File: src/rtl/gpio_irq_bank.sv
module gpio_irq_bank #(
  parameter int NPINS = 32,
  parameter int AW    = 8
) (
  input  logic             clk,
  input  logic             rst_n,
  input  logic             bus_sel,
  input  logic             bus_we,
  input  logic [AW-1:0]    bus_addr,
  input  logic [31:0]      bus_wdata,
  output logic [31:0]      bus_rdata,
  output logic             bus_ready,
  input  logic [NPINS-1:0] pin_in,
  output logic [NPINS-1:0] pin_out,
  output logic [NPINS-1:0] pin_oe,
  output logic             irq
);

  localparam logic [AW-1:0] OFF_ROLE  = AW'(8'h00);
  localparam logic [AW-1:0] OFF_DIR   = AW'(8'h04);
  localparam logic [AW-1:0] OFF_DOUT  = AW'(8'h08);
  localparam logic [AW-1:0] OFF_DIN   = AW'(8'h0C);
  localparam logic [AW-1:0] OFF_PEND  = AW'(8'h10);
  localparam logic [AW-1:0] OFF_ACK   = AW'(8'h14);
  localparam logic [AW-1:0] OFF_MSKN  = AW'(8'h18);
  localparam logic [AW-1:0] OFF_MSKS  = AW'(8'h1C);
  localparam logic [AW-1:0] OFF_SENSE = AW'(8'h20);
  localparam logic [AW-1:0] OFF_EDGE  = AW'(8'h24);
  localparam logic [AW-1:0] OFF_BOTH  = AW'(8'h4C);

  logic [NPINS-1:0] role_q, dir_q, dout_q, mask_q, sense_q, edge_q, both_q, pend_q;
  logic [NPINS-1:0] sync1_q, sync2_q, prev_q;
  logic [NPINS-1:0] wd, ack_bits, rise, fall, edge_hit, level_on, pend_d;
  logic             wr;
  logic [31:0]      rd_mux;

  assign wr       = bus_sel & bus_we;
  assign wd       = bus_wdata[NPINS-1:0];
  assign ack_bits = (wr && bus_addr == OFF_ACK) ? wd : '0;

  assign rise     = sync2_q & ~prev_q;
  assign fall     = ~sync2_q & prev_q;
  assign edge_hit = (both_q & (rise | fall)) | (~both_q & ((~sense_q & rise) | (sense_q & fall)));
  assign level_on = sync2_q ^ sense_q;
  assign pend_d   = role_q & ((edge_q & ((pend_q & ~ack_bits) | edge_hit)) | (~edge_q & level_on));

  assign pin_out = dout_q;
  assign pin_oe  = ~role_q & dir_q;
  assign irq     = |(pend_q & mask_q);

  always_ff @(posedge clk) begin
    if (!rst_n) begin
      sync1_q <= '0;
      sync2_q <= '0;
      prev_q  <= '0;
      pend_q  <= '0;
    end else begin
      sync1_q <= pin_in;
      sync2_q <= sync1_q;
      prev_q  <= sync2_q;
      pend_q  <= pend_d;
    end
  end

  always_ff @(posedge clk) begin
    if (!rst_n) begin
      role_q  <= '0;
      dir_q   <= '0;
      dout_q  <= '0;
      mask_q  <= '0;
      sense_q <= '0;
      edge_q  <= '0;
      both_q  <= '0;
    end else if (wr) begin
      case (bus_addr)
        OFF_ROLE:  role_q  <= wd;
        OFF_DIR:   dir_q   <= wd;
        OFF_DOUT:  dout_q  <= wd;
        OFF_MSKN:  mask_q  <= mask_q & wd;
        OFF_MSKS:  mask_q  <= mask_q | wd;
        OFF_SENSE: sense_q <= wd;
        OFF_EDGE:  edge_q  <= wd;
        OFF_BOTH:  both_q  <= wd;
        default: ;
      endcase
    end
  end

  always_comb begin
    rd_mux = '0;
    case (bus_addr)
      OFF_ROLE:  rd_mux[NPINS-1:0] = role_q;
      OFF_DIR:   rd_mux[NPINS-1:0] = dir_q;
      OFF_DOUT:  rd_mux[NPINS-1:0] = dout_q;
      OFF_DIN:   rd_mux[NPINS-1:0] = sync2_q;
      OFF_PEND:  rd_mux[NPINS-1:0] = pend_q;
      OFF_MSKN:  rd_mux[NPINS-1:0] = mask_q;
      OFF_SENSE: rd_mux[NPINS-1:0] = sense_q;
      OFF_EDGE:  rd_mux[NPINS-1:0] = edge_q;
      OFF_BOTH:  rd_mux[NPINS-1:0] = both_q;
      default: ;
    endcase
  end

  always_ff @(posedge clk) begin
    if (!rst_n) begin
      bus_ready <= 1'b0;
      bus_rdata <= '0;
    end else begin
      bus_ready <= bus_sel;
      bus_rdata <= (bus_sel && !bus_we) ? rd_mux : '0;
    end
  end

  a_r12_ready_follows: assert property (@(posedge clk) disable iff (!rst_n)
    bus_sel |=> bus_ready);
  a_r12_ready_single: assert property (@(posedge clk) disable iff (!rst_n)
    !bus_sel |=> !bus_ready);
  a_r6_edge_sticky: assert property (@(posedge clk) disable iff (!rst_n)
    !wr |=> (($past(pend_q & role_q & edge_q) & ~pend_q) == '0));
  a_r11_event_beats_ack: assert property (@(posedge clk) disable iff (!rst_n)
    (wr && bus_addr == OFF_ACK) |=> (($past(edge_hit & role_q & edge_q) & ~pend_q) == '0));
  a_r13_general_quiet: assert property (@(posedge clk) disable iff (!rst_n)
    (pend_q & ~role_q & $past(~role_q)) == '0);

endmodule

File: config.mk
export PLATFORM = sky130hd
export DESIGN_NAME = gpio_irq_bank
export DESIGN_NICKNAME = d
export VERILOG_FILES = /design/src/rtl/gpio_irq_bank.sv
export SDC_FILE = /design/constraint.sdc
export NUM_CORES = 1
export LEC_CHECK = 0
export BUFFER_PORTS_ARGS = -buffer_cell sky130_fd_sc_hd__buf_2
export CAP_MARGIN = 20
export CELL_PAD_IN_SITES_DETAIL_PLACEMENT = 1
export CELL_PAD_IN_SITES_GLOBAL_PLACEMENT = 2
export CORE_AREA = 2 2 234 236
export CTS_CLUSTER_SIZE = 16
export DETAILED_ROUTE_END_ITERATION = 16
export DIE_AREA = 0 0 236 238
export PLACE_DENSITY_LB_ADDON = 0.08
export SYNTH_ARGS = -nofsm -noshare
export SYNTH_HDL_FRONTEND = slang
export SYNTH_SLANG_ARGS = --single-unit
File: constraint.sdc
create_clock -name clk -period 3.5 [get_ports clk]
set_input_delay 0.35 -clock clk [delete_from_list [all_inputs] [get_ports clk]]
set_output_delay 0.35 -clock clk [all_outputs]
set_load 0.005 [all_outputs]
# [Yosys cells after proc, flatten, opt, wreduce, memory -nomap -nowiden]
# Cells that the tools add are included.
[word_totals] register_bits=385 input_bits=76 output_inout_bits=98 wordCells=68
[classes] eq_ne=10 mux=3 bitwise=28 reduce_logical=14
[op_table] op="$and 32x32->32" n=13
[op_table] op="$pmux 32 s9" n=1
[op_table] op="$not 32->32" n=7
[op_table] op="$or 32x32->32" n=6
[op_table] op="$pmux 32 s2" n=1
[op_table] op="$eq 8x5->1 const B" n=4
[op_table] op="$mux 32" n=1
[op_table] op="$reduce_or 32->1" n=1
[op_table] op="$xor 32x32->32" n=1
[op_table] op="$eq 8x4->1 const B" n=2
[op_table] op="$eq 8x6->1 const B" n=2
[op_table] op="$reduce_and 2->1" n=8
[op_table] op="$eq 8x3->1 const B" n=1
[op_table] op="$eq 8x7->1 const B" n=1
[op_table] op="$logic_not 8->1" n=1
[op_table] op="$logic_and 1x1->1" n=2
[op_table] op="$reduce_bool 2->1" n=1
[op_table] op="$and 1x1->1" n=1
[op_table] op="$logic_not 1->1" n=1

# [Logic depth before layout (Yosys ltp)]
[logic_depth] word_depth=10 mapped_depth=8 depth_no_buf=5

# [Least setup slack after synthesis]
# No wires, ideal clock.
[synth_path] path_kind="input port to flip-flop" from="input bus_addr[4]" to="register dir_q[10]" setup_ns=0.116 arrival_ns=1.841 required_ns=3.384 slack_ns=1.542 path_stages=8 n_path_buf=4 cell_sequence="buf_6 -> or4_4 -> buf_6 -> or3_1 -> buf_2 -> buf_6 -> nand2_1 -> a21boi_1"
[synth_via] elab_chain_cells=2
[synth_rtl] item="from (decl)" line="9" source="input logic [AW-1:0] bus_addr,"
[synth_rtl] item="$eq 8x3->1" line="75" source="case (bus_addr)"
[synth_rtl] item="$reduce_and 2->1 (no line)"
[synth_rtl] item="to (signal assigned)" line="77" source="OFF_DIR: dir_q <= wd;"
[synth_rtl] item="to (decl)" line="31" source="logic [NPINS-1:0] role_q, dir_q, dout_q, mask_q, sense_q, edge_q, both_q, pend_q;"
# No other way between the ends.
# A chain may end at the register's enable or synchronous reset.

# [Worst setup path in the final report]
[layout_path] from="register mask_q[28]" to="output irq"
[layout_via] elab_chain_cells=2
[layout_rtl] item="from (decl)" line="31"
[layout_rtl] item="from (signal assigned)" line="79" source="OFF_MSKN: mask_q <= mask_q & wd;"
[layout_rtl] item="from (signal assigned)" line="80" source="OFF_MSKS: mask_q <= mask_q | wd;"
[layout_rtl] item="$and 32x32->32" line="49" source="assign irq = |(pend_q & mask_q);"
[layout_rtl] item="$reduce_or 32->1" line="49"
[layout_rtl] item="to (decl)" line="16" source="output logic irq"
# No other way between the ends.

==> results.py <==
metrics = {
    "outcome": {
        "status": "finished, final reports clean",
    },
    "routing": {
        "routed.top_layer": "met4",
        "wl_per_cell_um": 23.9,
        "wl_met1_mm": 33.8,
        "wl_mm": 71.4,
        "drc_errors": 0,
        "viasPerCell": 5.34,
        "routed-wl-met2_mm": 32.9,
        "wl_met3_mm": 2.57,
        "drt-initial-drc-count": 939,
        "drt-pass1-iter-count": 7,
        "vias": 15900,
        "ant_nets": 0,
    },
    "floorplanning": {
        "fp.dieW_um": 236,
        "coreArea_sq_um": 53500,
        "num_rows": 85,
        "die_area_sq_um": 56200,
        "die_h_um": 238,
        "io_pins": 174,
        "initial_utilization_pct": 33.9,
    },
    "placed_design": {
        "hpwl_mm": 47.5,
        "gp_congestion": 0.819,
        "port_buffers": 173,
        "post-place-ws_ns": 0.803,
    },
    "clocking": {
        "clock_sinks": 385,
        "clk_path_buf_depth": 3,
        "cts_max_level": 2,
        "cts_resized": 0,
        "clk_pin_slew_worst_paths_ns": 0.06,
        "post-cts-setup-buffer-count": 0,
        "root_buffer": "clkbuf_16",
        "cts_tree": "built",
        "numCtsBuffers": 46,
        "cts-hold-fix-buffers": 32,
        "clock_latency_ns": 0.60,
    },
    "sta": {
        "final_hold_viol_count": 0,
        "fmax_mhz": 358,
        "post-route-period-util_pct": 79.9,
        "fin_skew_ns": 0.0170,
        "grt_setup_unrepaired": "false",
        "drv_slew": 0,
        "final.setup.tns_ns": 0,
        "setup_violations": 0,
        "worst_slew_pin_slew_ns": 1.05,
        "min_period_ns": 2.80,
        "relSlewSlack_pct": 29.4,
        "setup_ws_ns": 0.704,
    },
    "synth": {
        "synth-xor-area-share_pct": 1.55,
        "synth_fa_ha_area_share_pct": 4.42,
        "yosysWarnings": 0,
        "synth_top_family_by_area": "compound AO/OA/AOI/OAI gates",
        "synth_top_area_cell": "dfxtp_1",
        "synthSimpleGateAreaFrac_pct": 18.7,
        "async_reset_ff_share_pct": 0,
        "synth.net_count": 2262,
        "synth.top_cells.by_area": "dfxtp_1 43%, nand2_1 9.7%, a21boi_1 6.3%, ha_1 4.4%, and2_1 3.4%",
        "synth_edf_count": 0,
        "syn_area_sq_um": 18100,
        "synth_compound_area_share_pct": 20.8,
        "synth_cell_types": 49,
        "synth_top_area_share_pct": 42.5,
        "ys_seq_area_share_pct": 42.5,
        "synth.area.mux_share_pct": 5.58,
        "syn_avg_cell_area_sq_um": 8.54,
        "synthCells": 2122,
        "ys_dominant_reg_cell": "dfxtp_1",
        "ys_ff_latch": 385,
    },
    "flow_run": {
        "maxCapViolCount": 0,
    },
    "critical_path": {
        "ff2ff_setup_slack_ns": 2.00,
        "max_stage_delay_ns": 0.65,
        "startpoint_type": "flop",
        "worstRegToRegCells": 5,
        "worst-setup-path-type": "flop to primary output",
        "r2r_start": "sync2_q[11]",
        "slowest_stage": "or4_1",
        "cp.required_ns": 3.15,
        "cp.arrival_ns": 2.45,
        "crit_path_end_kind": "primary output",
        "worstPathMaxFanout": 4,
        "r2r_end": "pend_q[11]",
        "crit_chain": "a22oi_1, nand4_1, or4_1, buf_2",
    },
    "layout": {
        "final_common_cell": "nand2_1",
        "multi_input_area_sq_um": 9300,
        "syn_to_final_growth_pct": 17.9,
        "layout.nets": 2396,
        "final_cell_mix": "467 x nand2_1, 385 x dfxtp_1, 171 x buf_2, 151 x a21boi_1, 99 x and2_1",
        "n_fill_cell": 6234,
        "layout-drive-gt1-share_pct": 15.7,
        "seq_area_sq_um": 7710,
    },
    "global_routing": {
        "globalRouteTotalUtil_pct": 25.4,
        "grt_max_degree": 140,
        "antenna_found_initial": 1,
        "grt-ovfl-total": 0,
        "grt_pass1_wl_mm": 108,
        "grt_pass1_vias": 16500,
    },
    "pwr": {
        "peakVddDrop_mv": 0.360,
        "power_density_nw_per_um2": 451,
        "leakagePower_nw": 8.12,
    },
    "worst_hold_path": {
        "hold_class": "primary input to flop",
        "min_to": "dir_q[19]",
        "holdPathStages": 3,
        "hp-start": "bus_wdata[19]",
    },
}
how the worst max path moves through the flow:
stage	startpoint	to	slack, ns	depth (start not counted)
floorplan	bus_addr[4]	dir_q[10]	1.54	8
global placement	bus_addr[5]	bus_rdata[31]	0.78	5
detailed placement	bus_addr[5]	bus_rdata[7]	0.80	5
CTS	mask_q[28]	irq	0.71	4
global route	mask_q[28]	irq	0.66	4
finish	mask_q[28]	irq	0.70	4
cells in the mapped netlist (2+ instances only):
master	n
o211ai_1	33
nor2_2	2
or4b_4	2
clkbuf_1	117
xor2_1	32
a21boi_0	73
nor3_2	6
dfxtp_1	385
mux2_2	48
a22oi_1	33
nand3b_1	31
or2_2	2
buf_1	4
and2_1	99
a21oi_1	32
nand2_1	467
o21ai_0	82
a221oi_1	31
nor3_1	35
ha_1	64
o21ai_1	30
a22o_1	32
a31oi_1	47
inv_1	96
or3_1	9
or4_1	2
buf_2	41
nor2_1	21
nor2b_1	35
mux2i_1	47
buf_6	11
nand4_1	4
a21boi_1	151
nand3_1	3
power breakdown:
part	total [W]	switching, W	internal (W)	leakage [nW]
Combinational	0.000501	0.000305	0.000196	4.30
Sequential	0.00447	0.0000383	0.00443	3.12
Clock	0.00467	0.00197	0.00270	0.706
Total	0.00963	0.00231	0.00732	8.12
worst max-delay path, delay by kind of cell, from the launching register on:
family | cells | cell delay [ns]
AOI/OAI and AO/OA | 1 | 0.45
buffers and inverters | 1 | 0.18
DFF | 1 | 0.34
and+or+nand+nor | 2 | 0.88
metrics by stage:
stage / util [%] / hold WS [ns] / area, sq um / std cells / power, W
finish: 39.9 / 0.0778 / 21400 / 2983 / 0.00963
global route: 39.9 / 0.0818 / 21400 / 2983 / 0.00998
CTS: 39.9 / 0.0494 / 21400 / 2982 / 0.00976
detailed placement: 36.7 / 0.422 / 19600 / 2872 / 0.00504
global placement: 36.7 / 0.416 / 19600 / 2872 / 0.00503
floorplan: - / 0.412 / 18100 / 2122 / 0.00484
final cells by class:
| class | count | area share (%) |
|---|---|---|
| Timing Repair Buffer | 261 | 7.93 |
| Multi-Input combinational cell | 1466 | 43.5 |
| Tap cell | 696 | 4.08 |
| Clock inverter | 10 | 0.439 |
| Inverter | 96 | 1.69 |
| Clock buffer | 68 | 6.24 |
| Sequential cell | 385 | 36.1 |
| Antenna cell | 1 | 0.0117 |
cells by family (layout without fill, tap and decap cells):
logic type / count (synthesis) / count (layout)
simple gates: 728 / 728
compound gates: 547 / 547
flops: 385 / 385
buf+inv: 271 / 435
mux: 95 / 95
fa+ha+maj: 64 / 64
xor+xnor: 32 / 32
other cells: 0 / 1
metal layers:
layer,GRT usage (%),vias to the layer above
met5,0,-
met4,8.76,0
met3,2.82,121
met2,41.9,360
met1,34.5,7977
li1,-,7463
Power figures use the tool's default switching activity.
